[config.mk]
export PLATFORM = sky130hd
export DESIGN_NAME = utx_serializer
export DESIGN_NICKNAME = d
export VERILOG_FILES = /design/src/rtl/utx_pkg.sv /design/src/rtl/utx_holdoff.sv /design/src/rtl/utx_feed.sv /design/src/rtl/utx_linecoder.sv /design/src/rtl/utx_serializer.sv
export SDC_FILE = /design/constraint.sdc
export NUM_CORES = 1
export LEC_CHECK = 0
export BUFFER_PORTS_ARGS = -buffer_cell sky130_fd_sc_hd__buf_2
export CAP_MARGIN = 10
export CORE_MARGIN = 2
export CORE_UTILIZATION = 26
export CTS_CLUSTER_DIAMETER = 50
export DETAILED_ROUTE_END_ITERATION = 16
export GPL_TIMING_DRIVEN = 0
export HOLD_SLACK_MARGIN = 0.03
export PLACE_DENSITY = 0.51
export SLEW_MARGIN = 20
export SYNTH_ARGS = -nofsm -noshare
export SYNTH_HDL_FRONTEND = slang
export SYNTH_SLANG_ARGS = --single-unit
[constraint.sdc]
create_clock -name clk -period 1.9 [get_ports clk]
set_input_delay 0.095 -clock clk [delete_from_list [all_inputs] [get_ports clk]]
set_output_delay 0.095 -clock clk [all_outputs]
set_load 0.01 [all_outputs]
[src/rtl/utx_pkg.sv]
`timescale 1ns/1ps
// Shared types for the USB transmit serializer.
package utx_pkg;

    typedef enum logic [1:0] {
        TX_IDLE,
        TX_SYNC,
        TX_DATA,
        TX_EOP
    } tx_state_t;

    typedef enum logic [1:0] {
        SYM_BIT,
        SYM_SE0,
        SYM_J,
        SYM_REL
    } sym_kind_t;

    localparam logic [1:0] MODE_NORMAL  = 2'b00;
    localparam logic [1:0] MODE_NODRIVE = 2'b01;
    localparam logic [1:0] MODE_RAW     = 2'b10;
    localparam logic [1:0] MODE_RSVD    = 2'b11;

    typedef struct packed {
        logic raw;
        logic nodrive;
    } mode_cfg_t;

    // Reserved code decodes to plain normal behaviour.
    function automatic mode_cfg_t decode_mode(input logic [1:0] m);
        mode_cfg_t c;
        c.raw     = (m == MODE_RAW);
        c.nodrive = (m == MODE_NODRIVE);
        return c;
    endfunction

endpackage

[src/rtl/utx_holdoff.sv]
`timescale 1ns/1ps
// Post-reset hold-off counter.
// Counts clock edges after reset release and raises armed once HOLD_EDGES
// edges have passed. Assumes rst_n release is aligned to clk.
module utx_holdoff #(
    parameter int HOLD_EDGES = 5
) (
    input  logic clk,
    input  logic rst_n,
    output logic armed
);
    localparam int CW = $clog2(HOLD_EDGES + 1);

    logic [CW-1:0] edge_cnt;

    // Saturating count of edges seen since reset.
    always_ff @(posedge clk or negedge rst_n) begin
        if (!rst_n)
            edge_cnt <= '0;
        else if (edge_cnt != CW'(HOLD_EDGES))
            edge_cnt <= edge_cnt + 1'b1;
    end

    assign armed = (edge_cnt == CW'(HOLD_EDGES));
endmodule

[src/rtl/utx_feed.sv]
`timescale 1ns/1ps
// Byte feed: one-byte holding stage plus an LSB-first shift stage.
// The holding stage takes a byte on load_hold. The shift stage copies it on
// shift_load and moves one bit per shift_adv. Assumes load_hold is only
// requested while the holding stage is empty; shift_load wins over shift_adv.
module utx_feed #(
    parameter int DATA_W = 8
) (
    input  logic              clk,
    input  logic              rst_n,
    input  logic              load_hold,
    input  logic [DATA_W-1:0] din,
    input  logic              shift_load,
    input  logic              shift_adv,
    output logic              hold_full,
    output logic              cur_bit,
    output logic              last_bit
);
    localparam int IW = (DATA_W > 1) ? $clog2(DATA_W) : 1;

    logic [DATA_W-1:0] hold_q;
    logic [DATA_W-1:0] shift_q;
    logic [IW-1:0]     bit_idx;

    // Holding stage fill and drain.
    always_ff @(posedge clk or negedge rst_n) begin
        if (!rst_n) begin
            hold_q    <= '0;
            hold_full <= 1'b0;
        end else if (load_hold) begin
            hold_q    <= din;
            hold_full <= 1'b1;
        end else if (shift_load) begin
            hold_full <= 1'b0;
        end
    end

    // Shift stage load and bit advance.
    always_ff @(posedge clk or negedge rst_n) begin
        if (!rst_n) begin
            shift_q <= '0;
            bit_idx <= '0;
        end else if (shift_load) begin
            shift_q <= hold_q;
            bit_idx <= '0;
        end else if (shift_adv) begin
            shift_q <= shift_q >> 1;
            bit_idx <= bit_idx + 1'b1;
        end
    end

    assign cur_bit  = shift_q[0];
    assign last_bit = (bit_idx == IW'(DATA_W - 1));
endmodule

[src/rtl/utx_linecoder.sv]
`timescale 1ns/1ps
// Line coder: ones-run tracking for stuffing, NRZI level, registered line
// symbol and drive enable. Acts only when emit is high (one bit time).
// Assumes the sequencer emits a stuffed zero whenever stuff_pending is high.
module utx_linecoder #(
    parameter int STUFF_RUN = 6
) (
    input  logic                clk,
    input  logic                rst_n,
    input  logic                emit,
    input  utx_pkg::sym_kind_t  kind,
    input  logic                bit_in,
    input  logic                raw,
    input  logic                nodrive,
    output logic                stuff_pending,
    output logic                line_p,
    output logic                line_m,
    output logic                drive_en
);
    import utx_pkg::*;

    localparam int OW = $clog2(STUFF_RUN + 1);

    logic [OW-1:0] ones_q;
    logic          lvl_q;
    logic          lvl_next;
    logic          nx_p, nx_m, nx_drv;

    // Consecutive-ones count; cleared by zeros, raw bits and non-data symbols.
    always_ff @(posedge clk or negedge rst_n) begin
        if (!rst_n)
            ones_q <= '0;
        else if (emit) begin
            if (kind == SYM_BIT && !raw && bit_in)
                ones_q <= ones_q + 1'b1;
            else
                ones_q <= '0;
        end
    end

    assign stuff_pending = !raw && (ones_q == OW'(STUFF_RUN));

    // Next line level: direct in raw mode, NRZI otherwise.
    always_comb begin
        if (raw)
            lvl_next = bit_in;
        else
            lvl_next = bit_in ? lvl_q : ~lvl_q;
    end

    // NRZI reference level tracking.
    always_ff @(posedge clk or negedge rst_n) begin
        if (!rst_n)
            lvl_q <= 1'b1;
        else if (emit) begin
            case (kind)
                SYM_BIT: lvl_q <= lvl_next;
                SYM_SE0: lvl_q <= lvl_q;
                default: lvl_q <= 1'b1;
            endcase
        end
    end

    // Symbol selection for this bit time.
    always_comb begin
        nx_p   = 1'b1;
        nx_m   = 1'b0;
        nx_drv = 1'b1;
        case (kind)
            SYM_BIT: begin
                nx_p = lvl_next;
                nx_m = ~lvl_next;
            end
            SYM_SE0: begin
                nx_p = 1'b0;
                nx_m = 1'b0;
            end
            SYM_J: ;
            default: nx_drv = 1'b0;
        endcase
        if (nodrive) begin
            nx_p   = 1'b1;
            nx_m   = 1'b0;
            nx_drv = 1'b0;
        end
    end

    // Registered line outputs, updated once per bit time.
    always_ff @(posedge clk or negedge rst_n) begin
        if (!rst_n) begin
            line_p   <= 1'b1;
            line_m   <= 1'b0;
            drive_en <= 1'b0;
        end else if (emit) begin
            line_p   <= nx_p;
            line_m   <= nx_m;
            drive_en <= nx_drv;
        end
    end
endmodule

[src/rtl/utx_serializer.sv]
`timescale 1ns/1ps
// USB transmit serializer top.
// Sequences start pattern, payload and end-of-packet tail; handshakes bytes
// with the link; captures the operating mode at packet start.
// Assumes tx_data stays valid while tx_valid is high and bit_en is a
// single-cycle strobe at the bit rate.
module utx_serializer #(
    parameter int DATA_W       = 8,
    parameter int HOLD_EDGES   = 5,
    parameter int STUFF_RUN    = 6,
    parameter int SYNC_BITS    = 8,
    parameter int EOP_SE0_BITS = 2
) (
    input  logic              clk,
    input  logic              rst_n,
    input  logic              bit_en,
    input  logic [1:0]        op_mode,
    input  logic              tx_valid,
    input  logic [DATA_W-1:0] tx_data,
    output logic              tx_ready,
    output logic              line_p,
    output logic              line_m,
    output logic              drive_en
);
    import utx_pkg::*;

    localparam int EOP_STEPS = EOP_SE0_BITS + 2;
    localparam int CNT_MAX   = (SYNC_BITS > EOP_STEPS) ? SYNC_BITS : EOP_STEPS;
    localparam int CW        = $clog2(CNT_MAX);

    tx_state_t  state_q, state_n;
    logic [CW-1:0] cnt_q, cnt_n;
    mode_cfg_t  mode_q;
    logic       valid_q;
    logic       armed;
    logic       start;
    logic       load_hold;
    logic       shift_load, shift_adv;
    logic       hold_full, cur_bit, last_bit;
    logic       emit, ebit, stuff_pending;
    logic       sync_last;
    sym_kind_t  kind;

    utx_holdoff #(.HOLD_EDGES(HOLD_EDGES)) u_holdoff (
        .clk   (clk),
        .rst_n (rst_n),
        .armed (armed)
    );

    utx_feed #(.DATA_W(DATA_W)) u_feed (
        .clk        (clk),
        .rst_n      (rst_n),
        .load_hold  (load_hold),
        .din        (tx_data),
        .shift_load (shift_load),
        .shift_adv  (shift_adv),
        .hold_full  (hold_full),
        .cur_bit    (cur_bit),
        .last_bit   (last_bit)
    );

    utx_linecoder #(.STUFF_RUN(STUFF_RUN)) u_coder (
        .clk           (clk),
        .rst_n         (rst_n),
        .emit          (emit),
        .kind          (kind),
        .bit_in        (ebit),
        .raw           (mode_q.raw),
        .nodrive       (mode_q.nodrive),
        .stuff_pending (stuff_pending),
        .line_p        (line_p),
        .line_m        (line_m),
        .drive_en      (drive_en)
    );

    assign start     = (state_q == TX_IDLE) && armed && tx_valid && !valid_q;
    assign load_hold = tx_valid && !hold_full &&
                       (start || state_q == TX_SYNC || state_q == TX_DATA);
    assign tx_ready  = load_hold;
    assign sync_last = (cnt_q == CW'(SYNC_BITS - 1));

    // Per-bit sequencing of start pattern, payload, stuffing and tail.
    always_comb begin
        state_n    = state_q;
        cnt_n      = cnt_q;
        shift_load = 1'b0;
        shift_adv  = 1'b0;
        emit       = 1'b0;
        kind       = SYM_BIT;
        ebit       = 1'b0;
        case (state_q)
            TX_IDLE: begin
                if (start) begin
                    state_n = TX_SYNC;
                    cnt_n   = '0;
                end
            end
            TX_SYNC: begin
                if (bit_en) begin
                    emit = 1'b1;
                    ebit = sync_last;
                    if (sync_last) begin
                        shift_load = 1'b1;
                        state_n    = TX_DATA;
                        cnt_n      = '0;
                    end else begin
                        cnt_n = cnt_q + 1'b1;
                    end
                end
            end
            TX_DATA: begin
                if (bit_en) begin
                    emit = 1'b1;
                    if (!stuff_pending) begin
                        ebit      = cur_bit;
                        shift_adv = 1'b1;
                        if (last_bit) begin
                            if (hold_full) begin
                                shift_load = 1'b1;
                            end else begin
                                state_n = TX_EOP;
                                cnt_n   = '0;
                            end
                        end
                    end
                end
            end
            default: begin
                if (bit_en) begin
                    emit = 1'b1;
                    if (cnt_q == '0 && stuff_pending) begin
                        kind = SYM_BIT;
                    end else if (cnt_q < CW'(EOP_SE0_BITS)) begin
                        kind  = SYM_SE0;
                        cnt_n = cnt_q + 1'b1;
                    end else if (cnt_q == CW'(EOP_SE0_BITS)) begin
                        kind  = SYM_J;
                        cnt_n = cnt_q + 1'b1;
                    end else begin
                        kind    = SYM_REL;
                        state_n = TX_IDLE;
                        cnt_n   = '0;
                    end
                end
            end
        endcase
    end

    // Sequencer state and step counter.
    always_ff @(posedge clk or negedge rst_n) begin
        if (!rst_n) begin
            state_q <= TX_IDLE;
            cnt_q   <= '0;
        end else begin
            state_q <= state_n;
            cnt_q   <= cnt_n;
        end
    end

    // Mode capture at packet start and tx_valid edge history.
    always_ff @(posedge clk or negedge rst_n) begin
        if (!rst_n) begin
            mode_q  <= '0;
            valid_q <= 1'b0;
        end else begin
            valid_q <= tx_valid;
            if (start)
                mode_q <= decode_mode(op_mode);
        end
    end
endmodule

==> results.md <==
- Final Hold Viols: 0
- I/O pins: 18
- CTS root buffer: clkbuf_8
- First-pass GRT wire length: 7079 um
- Layout cell share with drive strength beyond 1: 44.67%
- Met2 Use GR: 16.61%
- Clock transition at the registers of the reported paths: 0.08 ns
- Hpwl dp: 2705 um
- GR Util All Layers: 10.21%
- Post-synth ARST share: 100.0%
- RSZ-0062 raised after global routing: yes
- PortBufs: 17
- Critical path type: flip-flop to flip-flop
- Die span in y: 93.43 um
- EDFF count, synth: 0
- Synth area leader: dfrtp_1
- Hold path cells: 2
- Outcome: finished, violations left
- Peak VDD IR: 0.0006173 V
- Vias in the first global route: 1521
- Fin nets: 272
- Top_reg_cell synth: dfrtp_1
- DR iter-0 viols: 29
- Startpoint type of the worst setup path: flip-flop
- Final WL: 4288 um
- Pwr per Cell Area: 1288 nW/um2
- CTS max path bufs: 2
- Pleak: 1.338 nW
- Crit path max fanout: 5
- Initial antenna violation count: 0
- Post-route minimum period: 2.001 ns
- Largest net degree at the start of global routing: 39
- Grt ovf: 0
- CTS tree: done
- DRC viols: 0
- M1 GR Usage: 13.30%
- Mapped Area: 2079 um2
- Via Count: 1501
- Crit share post-route: 105.3%
- FMAX: 499.7 MHz
- Number of synthesized register bits: 38
- GP Congestion: 0.7131
- Placement Setup Slack: -0.2543 ns
- Setup violations, final: 12
- Die area: 8729 um2
- Setup crit end kind: flip-flop
- Setup slack after layout: -0.1012 ns
- Post-Synthesis Cells: 181
- Core area: 7727 um2
- Slowest cell on crit path: dfrtp_2
- Worst skew pair latency: 0.30 ns
- Number of buffers created by CTS: 5
- Worst slew pin tran: 0.8685 ns
- Worst path max stage delay: 0.45 ns
- ANT nets after route: 0
- Worst path cell trace: inv_4 -> ha_4 -> or3b_1 -> a221oi_2 -> nand4_1 -> mux2_4
- Cell variety after synth: 42
- Mapped Nets: 210
- Num Clock Sinks: 38
- Hold WC Path Type: input port to flip-flop
- First-pass detailed-route iteration total: 4
- Synthesis-to-layout area growth: 39.89%
- WP data arrival: 2.19 ns
- Htree depth: 2
- Avg Inst Size Synth: 11.49 um2
- Synth warn: 0
- Die Width: 93.43 um
- Ant diodes: 0
- R2r worst-path depth: 6
- FP Rows: 32
- Synth area leaders: dfrtp_1, mux2_2, ha_1
- Area share of the largest cell type after synthesis: 43.32%
- Rel. slew slack: 42.10%
- Sequential area share after synthesis: 45.85%
- Non-filler cells, final: 346
- Max Cap Viol: 0
- WL/cell: 12.39 um
- GR peak layer: met2
- Initial Util: 26.91%
- Inst Count DP: 300
- Post-Route Skew: 0.008756 ns
- Worst Path Required: 2.09 ns
- Number of vias per cell: 4.338
- Failing checks: negative setup slack
- Max Slew Vio Count: 0
- Met3 Use GR: 2.498%
==> cells in the mapped netlist (2+ instances only) <==
| cell type | n |
|---|---|
| nand4_1 | 5 |
| a32o_1 | 2 |
| nand2_1 | 7 |
| nor3_1 | 2 |
| a21o_1 | 2 |
| nand2b_1 | 8 |
| buf_2 | 3 |
| a32oi_1 | 2 |
| mux2i_1 | 7 |
| and2_1 | 5 |
| dfrtp_1 | 36 |
| xor2_1 | 2 |
| nor2_1 | 10 |
| o21ai_0 | 9 |
| o31ai_1 | 2 |
| dfstp_2 | 2 |
| ha_1 | 15 |
| mux2_2 | 24 |
| inv_1 | 14 |
| a31oi_1 | 2 |
==> sequential cells by signal, indices dropped and copies added, names as in the netlist, 2 cells and up <==
register / count
u_holdoff.edge_cnt: 3
cnt_q: 3
u_feed.bit_idx: 3
state_q: 2
u_feed.hold_q: 8
u_feed.shift_q: 8
u_coder.ones_q: 3
mode_q: 2
==> timing repair <==
| action | 4_1_cts | 5_1_grt |
|---|---|---|
| resized for setup | 26 | 20 |
| pin swaps | 8 | 8 |
| cloned | 0 | 1 |
| setup buffers | 13 | 17 |
| hold buffers | 9 | 0 |
| endpoints found under the hold margin | 44 | 0 |
| endpoints found under the setup margin | 26 | 23 |
==> layer usage <==
metal / wire length [um] / vias up / part of all wire [%]
met2: 2008 / 22 / 47
li1: - / 761 / -
met5: 0 / - / 0
met4: 42 / 0 / 0.98
met3: 130 / 5 / 3.0
met1: 2107 / 713 / 49
==> layout by cell type, fill, tap and decap left out, types with 3 or more instances in the layout <==
cell           netlist  routed
and2_1               5       4
buf_2                3      16
buf_4                0      24
buf_6                0       7
clkbuf_8             0       6
dfrtp_1             36      33
dfrtp_2              0       3
dlygate4sd3_1        0       9
ha_1                15      10
ha_4                 0       4
inv_1               14      10
mux2_2              24      11
mux2_4               1      14
mux2i_1              7       7
nand2_1              7       5
nand2b_1             8       8
nand4_1              5       5
nor2_1              10      10
o21ai_0              9       9
==> through the flow <==
step / hold slack [ns] / setup TNS [ns] / area [um2] / power (mW) / util (%)
after floorplan: -0.2006 / -0.5181 / 2095 / 2.313 / -
after global routing: 0.03452 / -1.917 / 2909 / 4.030 / 37.65
after global placement: 0.2364 / -3.623 / 2307 / 2.603 / 29.86
after CTS: 0.03028 / -1.415 / 2698 / 3.533 / 34.91
final: 0.03623 / -0.7896 / 2909 / 3.748 / 37.65
after detailed placement: 0.2360 / -3.940 / 2307 / 2.632 / 29.86
==> final timing paths <==
path | start | to | slack (ns)
setup / recovery | state_q[0] | state_q[1] | -0.10
hold / removal | tx_data[0] | u_feed.hold_q[0] | 0.04
setup reg to reg | state_q[0] | state_q[1] | -0.10
hold reg to reg | u_coder.lvl_q | u_coder.lvl_q | 0.47
max in group asynchronous | rst_n | state_q[1] | 0.87
min in group asynchronous | rst_n | u_coder.drive_en | 0.44
==> worst max-delay path, delay by kind of cell, from the launching register on <==
kind / cells / cell delay (ns)
mux: 1 / 0.35
flops: 1 / 0.45
simple gates: 2 / 0.56
buf+inv: 1 / 0.10
compound gates: 1 / 0.27
fa+ha+maj: 1 / 0.16
==> logic make-up after synthesis <==
group                    share of synthesized area, %
XOR/XNOR                                        1.264
adder cells (fa/ha/maj)                         9.025
AO/OA/AOI/OAI                                   10.65
flip-flops                                      45.85
AND/OR/NAND/NOR                                 12.70
buffers and inverters                           3.429
multiplexers                                    17.09
==> final cells by class <==
class / instances / area [um2]
sequential: 38 / 957.2
clock inverter: 2 / 12.51
buffer: 2 / 15.01
inverter: 14 / 57.56
tap: 102 / 127.6
timing repair buffer: 57 / 462.9
multi-input combinational: 125 / 1194
fill: 765 / 4818
clock buffer: 6 / 82.58
==> report_power, final <==
group / total, mW / internal (mW) / switching, mW
sequential: 1.31 / 1.11 / 0.207
combinational: 1.83 / 1.07 / 0.760
clock: 0.606 / 0.292 / 0.314
(Power assumes the default switching activity.)
